<file path="config.mk">
export PLATFORM = sky130hd
export DESIGN_NAME = cfgload_top
export DESIGN_NICKNAME = d
export VERILOG_FILES = /design/src/rtl/cfgload_pkg.sv /design/src/rtl/cfgload_fifo.sv /design/src/rtl/cfgload_ser.sv /design/src/rtl/cfgload_fsm.sv /design/src/rtl/cfgload_top.sv
export SDC_FILE = /design/constraint.sdc
export NUM_CORES = 1
export LEC_CHECK = 0
export CORE_MARGIN = 4
export CORE_UTILIZATION = 35
export CTS_BUF_LIST = sky130_fd_sc_hd__clkbuf_8 sky130_fd_sc_hd__clkbuf_16
export DETAILED_ROUTE_END_ITERATION = 12
export HOLD_SLACK_MARGIN = 0.1
export PLACE_DENSITY = 0.61
export SLEW_MARGIN = 20
export SYNTH_ARGS = -nofsm -noshare
export SYNTH_HDL_FRONTEND = slang
export SYNTH_SLANG_ARGS = --single-unit
</file>
<file path="constraint.sdc">
create_clock -name clk -period 8.5 [get_ports clk]
set_input_delay 1.275 -clock clk [delete_from_list [all_inputs] [get_ports clk]]
set_output_delay 1.275 -clock clk [all_outputs]
set_load 0.03 [all_outputs]
</file>
<file path="src/rtl/cfgload_pkg.sv">
package cfgload_pkg;
    typedef enum logic [1:0] {LS_OFF, LS_RUN, LS_DONE, LS_FAIL} ld_state_e;

    localparam logic [15:0] A_CTRL  = 16'h0040;
    localparam logic [15:0] A_STAT  = 16'h0044;
    localparam logic [15:0] A_DEPTH = 16'h0048;
    localparam logic [15:0] A_FILL  = 16'h004C;
    localparam logic [15:0] A_TOTAL = 16'h0050;
    localparam logic [15:0] A_DELIV = 16'h0054;
    localparam logic [15:0] A_TMO   = 16'h0058;
    localparam logic [15:0] A_DATA  = 16'h3000;

    localparam int CB_EN  = 0;
    localparam int CB_RST = 1;
    localparam int CB_DMA = 2;

    localparam int SB_BUSY  = 0;
    localparam int SB_ERRLO = 1;
    localparam int SB_TDONE = 18;

    // error vector: 0 overflow, 1 past total, 2 target error, 3 timeout
    localparam int NERR = 4;
endpackage

</file>
<file path="src/rtl/cfgload_fifo.sv">
module cfgload_fifo #(
    parameter int W     = 32,
    parameter int DEPTH = 8,
    localparam int AW   = $clog2(DEPTH),
    localparam int CW   = $clog2(DEPTH + 1)
) (
    input  logic          clk,
    input  logic          rst_n,
    input  logic          flush,
    input  logic          push,
    input  logic [W-1:0]  din,
    input  logic          pop,
    output logic [W-1:0]  dout,
    output logic [CW-1:0] count,
    output logic          full,
    output logic          empty
);
    logic [W-1:0]  mem [DEPTH];
    logic [AW-1:0] wp, rp;
    logic          do_push, do_pop;

    assign full    = (count == CW'(DEPTH));
    assign empty   = (count == '0);
    assign do_push = push && !full && !flush;
    assign do_pop  = pop && !empty && !flush;
    assign dout    = mem[rp];

    always_ff @(posedge clk) begin
        if (do_push) mem[wp] <= din;
    end

    always_ff @(posedge clk or negedge rst_n) begin
        if (!rst_n) begin
            wp    <= '0;
            rp    <= '0;
            count <= '0;
        end else if (flush) begin
            wp    <= '0;
            rp    <= '0;
            count <= '0;
        end else begin
            if (do_push) wp <= wp + 1'b1;
            if (do_pop)  rp <= rp + 1'b1;
            count <= count + CW'(do_push) - CW'(do_pop);
        end
    end
endmodule

</file>
<file path="src/rtl/cfgload_ser.sv">
module cfgload_ser #(
    parameter int W   = 32,
    localparam int NB = W / 8,
    localparam int IW = (NB > 1) ? $clog2(NB) : 1
) (
    input  logic         clk,
    input  logic         rst_n,
    input  logic         flush,
    input  logic         avail,
    input  logic [W-1:0] word_in,
    output logic         take,
    output logic         busy,
    output logic [7:0]   byte_out,
    input  logic         ready
);
    logic [W-1:0]  sh;
    logic [IW-1:0] idx;
    logic          fire, last;

    assign fire     = busy && ready;
    assign last     = fire && (idx == IW'(NB - 1));
    assign take     = avail && (!busy || last) && !flush;
    assign byte_out = sh[8*(NB-1-int'(idx)) +: 8];

    always_ff @(posedge clk or negedge rst_n) begin
        if (!rst_n) begin
            sh   <= '0;
            idx  <= '0;
            busy <= 1'b0;
        end else if (flush) begin
            idx  <= '0;
            busy <= 1'b0;
        end else if (take) begin
            sh   <= word_in;
            idx  <= '0;
            busy <= 1'b1;
        end else if (last) begin
            busy <= 1'b0;
            idx  <= '0;
        end else if (fire) begin
            idx  <= idx + 1'b1;
        end
    end
endmodule

</file>
<file path="src/rtl/cfgload_fsm.sv">
module cfgload_fsm
    import cfgload_pkg::*;
#(
    parameter int TMO_W = 24
) (
    input  logic             clk,
    input  logic             rst_n,
    input  logic             ctl_wr,
    input  logic             ctl_en,
    input  logic             ctl_rst,
    input  logic             dat_wr,
    input  logic             fifo_full,
    input  logic             past_total,
    input  logic             tgt_err,
    input  logic             bytes_met,
    input  logic             tgt_done,
    input  logic [TMO_W-1:0] tmo_limit,
    output ld_state_e        state,
    output logic             start,
    output logic             run,
    output logic             irq,
    output logic [NERR-1:0]  errs
);
    ld_state_e        nxt;
    logic [TMO_W-1:0] tcnt;
    logic [NERR-1:0]  ev;
    logic             quit;

    assign quit = ctl_wr && !ctl_en;

    always_comb begin
        ev[0] = dat_wr && !past_total && fifo_full;
        ev[1] = dat_wr && past_total;
        ev[2] = tgt_err;
        ev[3] = (tcnt >= tmo_limit);
    end

    always_comb begin
        nxt = state;
        unique case (state)
            LS_OFF:  if (ctl_wr && ctl_en && !ctl_rst) nxt = LS_RUN;
            LS_RUN: begin
                if (quit)                       nxt = LS_OFF;
                else if (|ev)                   nxt = LS_FAIL;
                else if (bytes_met && tgt_done) nxt = LS_DONE;
            end
            LS_DONE, LS_FAIL: if (quit) nxt = LS_OFF;
            default: nxt = LS_OFF;
        endcase
    end

    always_ff @(posedge clk or negedge rst_n) begin
        if (!rst_n) state <= LS_OFF;
        else        state <= nxt;
    end

    always_comb begin
        run   = (state == LS_RUN);
        irq   = (state == LS_DONE) || (state == LS_FAIL);
        start = (state == LS_OFF) && (nxt == LS_RUN);
    end

    always_ff @(posedge clk or negedge rst_n) begin
        if (!rst_n) begin
            errs <= '0;
            tcnt <= '0;
        end else if (start) begin
            errs <= '0;
            tcnt <= '0;
        end else if (run && !quit) begin
            errs <= errs | ev;
            if (tcnt != '1) tcnt <= tcnt + 1'b1;
        end
    end
endmodule

</file>
<file path="src/rtl/cfgload_top.sv">
module cfgload_top
    import cfgload_pkg::*;
#(
    parameter int DEPTH    = 8,
    parameter int ADDR_W   = 16,
    parameter int CNT_W    = 32,
    parameter int TMO_W    = 24,
    parameter int TMO_INIT = 100000
) (
    input  logic              clk,
    input  logic              rst_n,
    input  logic              reg_wr,
    input  logic [ADDR_W-1:0] reg_addr,
    input  logic [31:0]       reg_wdata,
    output logic [31:0]       reg_rdata,
    output logic              irq,
    output logic              dma_req,
    output logic [7:0]        tgt_data,
    output logic              tgt_valid,
    input  logic              tgt_ready,
    input  logic              tgt_done,
    input  logic              tgt_err,
    output logic              tgt_cfg_rst
);
    localparam int HALF = DEPTH / 2;
    localparam int CW   = $clog2(DEPTH + 1);
    localparam int FCW  = $clog2(DEPTH + 2);
    localparam int BPW  = 4;

    logic [2:0]       ctrl_q;
    logic [CNT_W-1:0] total_q, deliv_q, acc_q;
    logic [TMO_W-1:0] tmo_q;
    logic             ctl_wr, dat_wr, push_ok, past_total, bytes_met;
    logic             start, run;
    ld_state_e        state;
    logic [NERR-1:0]  errs;
    logic [31:0]      fifo_dout;
    logic [CW-1:0]    fifo_cnt;
    logic             fifo_full, fifo_empty;
    logic             ser_take, ser_busy, fire;
    logic [FCW-1:0]   fill;
    logic [31:0]      status;

    assign ctl_wr     = reg_wr && (reg_addr == ADDR_W'(A_CTRL));
    assign dat_wr     = reg_wr && (reg_addr == ADDR_W'(A_DATA));
    assign past_total = (acc_q >= total_q);
    assign bytes_met  = (deliv_q == total_q);
    assign push_ok    = dat_wr && run && !past_total && !fifo_full;
    assign tgt_valid  = ser_busy && run;
    assign fire       = tgt_valid && tgt_ready;
    assign fill       = FCW'(fifo_cnt) + FCW'(ser_busy);
    assign tgt_cfg_rst = ctrl_q[CB_EN] && ctrl_q[CB_RST];
    assign dma_req    = run && ctrl_q[CB_DMA] && !past_total &&
                        (fifo_cnt <= CW'(DEPTH - HALF));

    cfgload_fsm #(.TMO_W(TMO_W)) u_fsm (
        .clk(clk), .rst_n(rst_n),
        .ctl_wr(ctl_wr), .ctl_en(reg_wdata[CB_EN]), .ctl_rst(reg_wdata[CB_RST]),
        .dat_wr(dat_wr), .fifo_full(fifo_full), .past_total(past_total),
        .tgt_err(tgt_err), .bytes_met(bytes_met), .tgt_done(tgt_done),
        .tmo_limit(tmo_q), .state(state), .start(start), .run(run),
        .irq(irq), .errs(errs)
    );

    cfgload_fifo #(.W(32), .DEPTH(DEPTH)) u_fifo (
        .clk(clk), .rst_n(rst_n), .flush(!run),
        .push(push_ok), .din(reg_wdata), .pop(ser_take),
        .dout(fifo_dout), .count(fifo_cnt), .full(fifo_full), .empty(fifo_empty)
    );

    cfgload_ser #(.W(32)) u_ser (
        .clk(clk), .rst_n(rst_n), .flush(!run),
        .avail(!fifo_empty), .word_in(fifo_dout), .take(ser_take),
        .busy(ser_busy), .byte_out(tgt_data), .ready(tgt_ready)
    );

    always_ff @(posedge clk or negedge rst_n) begin
        if (!rst_n) begin
            ctrl_q  <= '0;
            total_q <= '0;
            tmo_q   <= TMO_W'(TMO_INIT);
            deliv_q <= '0;
            acc_q   <= '0;
        end else begin
            if (ctl_wr) ctrl_q <= reg_wdata[2:0];
            if (reg_wr && state == LS_OFF && reg_addr == ADDR_W'(A_TOTAL))
                total_q <= reg_wdata[CNT_W-1:0];
            if (reg_wr && state == LS_OFF && reg_addr == ADDR_W'(A_TMO))
                tmo_q <= reg_wdata[TMO_W-1:0];
            if (start) begin
                deliv_q <= '0;
                acc_q   <= '0;
            end else begin
                if (fire)    deliv_q <= deliv_q + 1'b1;
                if (push_ok) acc_q   <= acc_q + CNT_W'(BPW);
            end
        end
    end

    always_comb begin
        status = '0;
        status[SB_BUSY] = run;
        status[SB_ERRLO +: NERR] = errs;
        status[SB_TDONE] = tgt_done;
    end

    always_comb begin
        reg_rdata = '0;
        case (reg_addr)
            ADDR_W'(A_CTRL):  reg_rdata = 32'(ctrl_q);
            ADDR_W'(A_STAT):  reg_rdata = status;
            ADDR_W'(A_DEPTH): reg_rdata = 32'(DEPTH);
            ADDR_W'(A_FILL):  reg_rdata = 32'(fill);
            ADDR_W'(A_TOTAL): reg_rdata = 32'(total_q);
            ADDR_W'(A_DELIV): reg_rdata = 32'(deliv_q);
            ADDR_W'(A_TMO):   reg_rdata = 32'(tmo_q);
            default:          reg_rdata = '0;
        endcase
    end
endmodule

</file>
**Word-level counts from Yosys, hierarchy flattened**

Memory sizes are Yosys's and may differ from the RTL's. A register that Yosys moved wholly into a read port is not among the register bits.
Cells that the tools add are included.

- Bits in latches: 0
- Memory bits (read-only): 0
- Memories: 1
- Output and inout port bits: 44
- Word-level logic and storage cells: 130
- Register bits after elaboration: 166
- Bits in writable memories: 256
- Bits of input ports: 54

- Eq/ne operators: 20
- Bitwise logic cells: 1
- Mux-type cells: 30
- $add $sub $neg: 10
- $mul: 0
- Divide/modulo/power cells: 0
- Reductions and logical operators: 51
- Magnitude comparators: 3
- Shift operators: 1

Memories:

| memory | words | width | read ports | clocked after memory_dff | write ports | line | RTL |
|---|---|---|---|---|---|---|---|
| u_fifo.mem | 8 | 32 | 1 | 1 | 1 | cfgload_fifo.sv:18 | `logic [W-1:0] mem [DEPTH];` |

Operator list:

| operator | number |
|---|---|
| $pmux W32 S7 | 1 |
| $mux W32 | 4 |
| $eq A16 B7 Y1 const B | 7 |
| $mux W24 | 3 |
| $add A32 B1 Y32 const B | 1 |
| $add A32 B3 Y32 const B | 1 |
| $eq A32 B32 Y1 | 1 |
| $ge A32 B32 Y1 | 1 |
| $shiftx A32 B32 Y8 | 1 |
| $logic_and A1 B1 Y1 | 31 |
| $add A24 B1 Y24 const B | 1 |
| $ge A24 B24 Y1 | 1 |
| $ne A24 B24 Y1 const B | 1 |
| $mux W2 | 9 |
| $eq A16 B14 Y1 const B | 1 |
| $mux W3 | 4 |
| $mux W4 | 3 |
| $add A4 B1 Y4 | 2 |
| $logic_not A1 Y1 | 8 |
| $reduce_bool A2 Y1 | 4 |
| $add A3 B1 Y3 const B | 2 |
| $eq A2 B2 Y1 const B | 3 |
| $pmux W2 S3 | 1 |
| $mux W1 | 5 |
| other kinds (16) | 20 |

**Longest topological paths before layout**

- Word-level depth: 12
- Depth in mapped cells: 14
- Gate-level depth less buffers: 13

**Cells and area by module**

From an unflattened synthesis, not the netlist that was laid out.

- Cell total of the unflattened synthesis: 1535
- Area, all modules: 21378.0 um^2

Modules (own cells, without submodules):

| module | instances | area each (um^2) | cells each | sequential area each (um^2) |
|---|---|---|---|---|
| cfgload_fifo | 1 | 10401.2 | 445 | 7937.6 |
| cfgload_top | 1 | 7109.3 | 727 | 3035.4 |
| cfgload_fsm | 1 | 2308.5 | 270 | 750.7 |
| cfgload_ser | 1 | 1559.0 | 93 | 875.8 |

**Worst setup path before layout**

Ideal clock, no wire load.

- Kind: in2reg
- Start: input reg_addr[3]
- End: memory u_fifo.mem[4][0] (enable)
- Setup time: 513 ps
- Setup slack: 1726 ps
- Data required time: 7987 ps
- Stages on the path: 9
- Arrival: 6260 ps
- Path buffers: 3
- Cell sequence: clkbuf_1 > nor4_1 > nand4_1 > nor3_1 > and3_1 > nand3_1 > buf_2 > buf_2 > nor4b_1

- Longest elaborated chain between the ends: 9

Ends and longest elaborated chain:

| element | line | RTL |
|---|---|---|
| from (decl) | cfgload_top.sv:13 | `input logic [ADDR_W-1:0] reg_addr,` |
| $eq A16 B14 Y1 | cfgload_top.sv:45 | `assign dat_wr = reg_wr && (reg_addr == ADDR_W'(A_DATA));` |
| $logic_and A1 B1 Y1 | cfgload_top.sv:45 |  |
| $logic_and A1 B1 Y1 (3 in a row) | cfgload_top.sv:48 | `assign push_ok = dat_wr && run && !past_total && !fifo_full;` |
| $logic_and A1 B1 Y1 (2 in a row) | cfgload_fifo.sv:24 | `assign do_push = push && !full && !flush;` |
| $mux W1 | cfgload_fifo.sv:29 | `if (do_push) mem[wp] <= din;` |
| $mux W1 (implied by the code) | cfgload_fifo.sv:29 |  |
| to (decl) | cfgload_fifo.sv:18 |  |

No other way between the ends.

**Worst setup path in the final report**

- Start: input reg_addr[5]
- End: output reg_rdata[26]

- Longest elaborated chain between the ends: 2

Ends and longest elaborated chain:

| element | line | RTL |
|---|---|---|
| $eq A16 B7 Y1 | cfgload_top.sv:109 | `case (reg_addr)` |
| $pmux W32 S7 (*) | cfgload_top.sv:109 |  |
| to (decl) | cfgload_top.sv:15 | `output logic [31:0] reg_rdata,` |

Every way passes the cells marked *; elsewhere a longest branch is shown, timed or not.

==> results by stage <==
Yosys:
- Summing every instance area after synthesis gives 21,110 um2.
- The share of flip-flops with an asynchronous set or reset after synthesis is 43.36%.
- The synthesized design spends more area on one cell type than any other, namely sky130_fd_sc_hd__edfxtp_1.
- The number of flops mapped to enable cells by yosys is 256.
- The sequential share of the synthesized area is 59.68%.
- When the netlist entered floorplanning its net count stood at 1,756.
- The average instance in the mapped netlist occupies 12.94 um2.
- The Yosys warning count is 0.
- After synthesis, the most frequently instantiated cells are 256 x sky130_fd_sc_hd__edfxtp_1, 190 x sky130_fd_sc_hd__dfrtp_1, 167 x sky130_fd_sc_hd__nor2_1.
- Of the post-synthesis cell area, the dominant cell type holds 36.41%.
- The distinct cell type count of the synthesized netlist is 63.
- In the synthesized netlist, the number of instances is 1,631.
- The flip-flop and latch count after synthesis is 452.
- sky130_fd_sc_hd__edfxtp_1 is the most common cell in the netlist.
- Ranked by total cell area, the synthesized netlist is headed by sky130_fd_sc_hd__edfxtp_1 36%, sky130_fd_sc_hd__dfrtp_1 23%, sky130_fd_sc_hd__mux4_2 7.7%.
- In the synthesized netlist the dominant register cell turns out to be sky130_fd_sc_hd__edfxtp_1.

CTS:
- The number of CTS-inserted buffers is 46.
- The number of setup buffers added after CTS is 0.
- The later pin in the worst-skew pair is clocked with a latency of 0.59 ns.
- In this run the clock root is driven by a sky130_fd_sc_hd__clkbuf_16.
- After clock tree synthesis, the clock-pin slew on the worst setup and hold paths is 0.06 ns.
- The CTS sink count is 452.
- CTS built an H-tree with a depth of 2.
- The maximum buffer depth of the clock tree is 3.
- After clock tree synthesis, the flow added hold-fix buffers numbering 0.
- Post-CTS repair changed the size of 0 cells.
- The TritonCTS clock tree is built.

Critical path:
- The worst setup path is captured at an output pin.
- The cell that appears most often on the critical path is sky130_fd_sc_hd__clkdlybuf4s50_1.
- Traced cell by cell, the critical path runs through clkdlybuf4s50_1, nor4_2, and4_1, nand2_1, or2_2, nor2_1, clkdlybuf4s50_1.
- The worst setup path is launched from an input pin.
- The cell at the slowest stage of the critical path is sky130_fd_sc_hd__nor4_2.
- At the worst endpoint, the arrival time is 4.91 ns.
- The data required time of the critical path is 7.22 ns.
- Of all nets on the critical path, the largest fanout is 27.
- The setup path with the least slack is of type in2out.
- The largest single stage delay on the critical path is 0.81 ns.

Die:
- The starting density of the core is 35.57%.
- The die span in x is 253.6 um.
- The die covers 64,320 um2.
- The floorplan step set the die height to 253.6 um.
- 98 I/O pins were placed.
- The core region is 59,350 um2.
- The number of cell rows is 89.

STA:
- The count of final setup violators is 0.
- The pin slew with the least headroom to its limit is 1.080 ns.
- The number of failing hold endpoints at the final stage came to 0.
- The post-route fraction of the period consumed by the critical path is 72.82%.
- Counting I/O delays and the setup requirement, the final critical path takes 6.189 ns.
- The total count of max-transition violations in the final report is 0.
- Setup repair after global routing left no endpoint under its margin.
- The top achievable clock speed is 161.6 MHz.
- Clock skew on the completed layout was measured at 0.02290 ns.
- After routing, the total negative slack on setup checks comes to 0 ns.
- The worst-case headroom to the max-slew limit is 27.81%.

Power and ir drop:
- Cell internal power was estimated by the tool at 3578 uW.
- The net switching power of the design is 952.7 uW.
- The relative contribution of sequential cells to total power is 51.3%.
- Dividing total power by cell area gives a power density of 184.1 nW/um2.
- The peak ir drop on the vdd network is 0.1279 mV.
- In this run the static leakage power is 0.009327 uW.
- In this run, the combinational gates consume 2.3% of the power.
- The share of total power consumed by net switching is 21.03%.
- The design draws 4530 uW.
- The share of total power dissipated in the clock network is 46.4%.

Final layout:
- The final layout contains 1,847 nets.
- The layout overhead on the synthesized area is 16.56%.
- The fraction of final layout cells sized beyond drive strength 1 is 13.52%.
- The filler cell count in the final layout is 5,457.

Drt:
- The detailed router finished its first iteration with 1,369 violations.
- The number of vias in the routed layout is 13,840.
- The detailed-router iteration count before antenna repair is 6.
- The routed length per placed instance is 22.21 um.
- Summed over all layers, the routed wires come to 56,270 um.
- The number of vias per cell after detailed routing is 5.460.
- The remaining design rule violation count is 0.
- The detail route stage leaves a number of antenna-violating nets equal to 0.

Global route:
- The number of global-route vias before repair came to 13,910.
- The met1 usage in global routing is 25.44%.
- The sum of overflow across all layers after global routing is 0.
- Global routing consumed, on the met3 layer, 3.214% of the routing resources.
- For met2 alone, demand over resource in global routing was 27.17%.
- The initial antenna violation count is 2.
- Global routing used 17.51% of the available tracks across all layers.
- The wire length of the first global-routing pass is 86,060 um.
- The global routing stage identified its most utilized layer as met2.
- The pin count of the biggest net entering global routing is 90.

Status:
- The run finished with clean final reports.

Placed design:
- The congestion estimate from routability-driven global placement came to 0.9134.
- Detailed placement finished with a half-perimeter wire length of 38,570 um.
- During placement, the flow inserted port buffers numbering 97.

Min path:
- The tightest min-delay check is of the reg2reg type.

Flow run:
- The max-capacitance violation count is 0.
cell usage in the layout, fill, tap and decap left out, types with 63 or more instances in the layout:
master                            count
sky130_fd_sc_hd__nand2_1             96
sky130_fd_sc_hd__mux4_2              72
sky130_fd_sc_hd__ha_1                70
sky130_fd_sc_hd__inv_1               79
sky130_fd_sc_hd__mux2i_1             65
sky130_fd_sc_hd__o21ai_0             63
sky130_fd_sc_hd__clkdlybuf4s50_1     95
sky130_fd_sc_hd__nor2_1             165
sky130_fd_sc_hd__a21oi_1            116
sky130_fd_sc_hd__dfrtp_1            187
sky130_fd_sc_hd__edfxtp_1           256
layer usage:
metal / up-vias / share of wire, %
li1: 6233 / -
met1: 7016 / 45
met2: 505 / 46
met3: 81 / 7.1
met4: 0 / 2.2
met5: - / 0
per-stage QoR:
| step | instances | area, um2 | worst slack (ns) | hold slack (ns) | utilization, % |
|---|---|---|---|---|---|
| 3_5_place_dp | 2446 | 22990 | 2.243 | 0.4943 | 38.74 |
| 6_report | 2534 | 24610 | 2.311 | 0.5061 | 41.46 |
| 3_3_place_gp | 2446 | 22990 | 2.396 | 0.4995 | 38.74 |
| 5_1_grt | 2533 | 24610 | 2.038 | 0.5426 | 41.46 |
| 4_1_cts | 2532 | 24580 | 2.241 | 0.5048 | 41.41 |
| 2_1_floorplan | 1631 | 21110 | 1.726 | 0.4615 | - |
power by group through the flow:
stage,clock [uW],sequential [uW],combinational [uW]
floorplan,0,2370,19.0
global placement,0,2370,104
detailed placement,0,2370,106
CTS,2140,2320,106
global route,2240,2320,115
finish,2100,2320,106
cells by family (layout without fill, tap and decap cells):
kind of cell	Yosys count	count (layout)	share of synthesized area, %
mux	171	171	12.58
buf+inv	146	275	2.619
flops	452	452	59.68
other cells	0	1	0
xor+xnor	86	86	3.568
simple gates	474	474	11.08
fa+ha+maj	71	71	4.243
compound gates	231	231	6.240
path summary, 6_finish.rpt:
kind | endpoint | slack (ns) | cells past startpoint | start
max in group asynchronous | u_fifo.rp[0] | 6.34 | 2 | rst_n
max | reg_rdata[26] | 2.31 | 7 | reg_addr[5]
min in group asynchronous | deliv_q[27] | 0.78 | 1 | rst_n
max reg2reg | u_fifo.mem[7][29] | 4.08 | 11 | total_q[17]
min | u_fsm.errs[3] | 0.51 | 2 | u_fsm.errs[3]
min reg2reg | u_fsm.errs[3] | 0.51 | 2 | u_fsm.errs[3]
area by class of cell:
| cell class | instances | area (um2) | area share, % |
|---|---|---|---|
| Sequential cell | 452 | 12610 | 51.23 |
| Multi-Input combinational cell | 1033 | 8020 | 32.59 |
| Clock buffer | 51 | 1220 | 4.957 |
| Timing Repair Buffer | 121 | 1170 | 4.754 |
| Tap cell | 773 | 967.2 | 3.930 |
| Clock inverter | 35 | 367.9 | 1.495 |
| Inverter | 68 | 255.2 | 1.037 |
| Antenna cell | 1 | 2.502 | 0.01017 |
worst max-delay path, delay by kind of cell:
family | cells | cell delay (ns)
simple gates | 5 | 2.52
buf+inv | 2 | 1.10
registers in the layout (all words and copies together), names as in the netlist:
name and flops:
u_fifo.mem 256, deliv_q 32, total_q 32, u_ser.sh 32, acc_q 30, tmo_q 24, u_fsm.tcnt 24, u_fifo.count 4
u_fsm.errs 4, ctrl_q 3, u_fifo.rp 3, u_fifo.wp 3, u_fsm.state 2, u_ser.idx 2, u_ser.busy 1
Note: power is estimated with default switching activity, not from simulation.
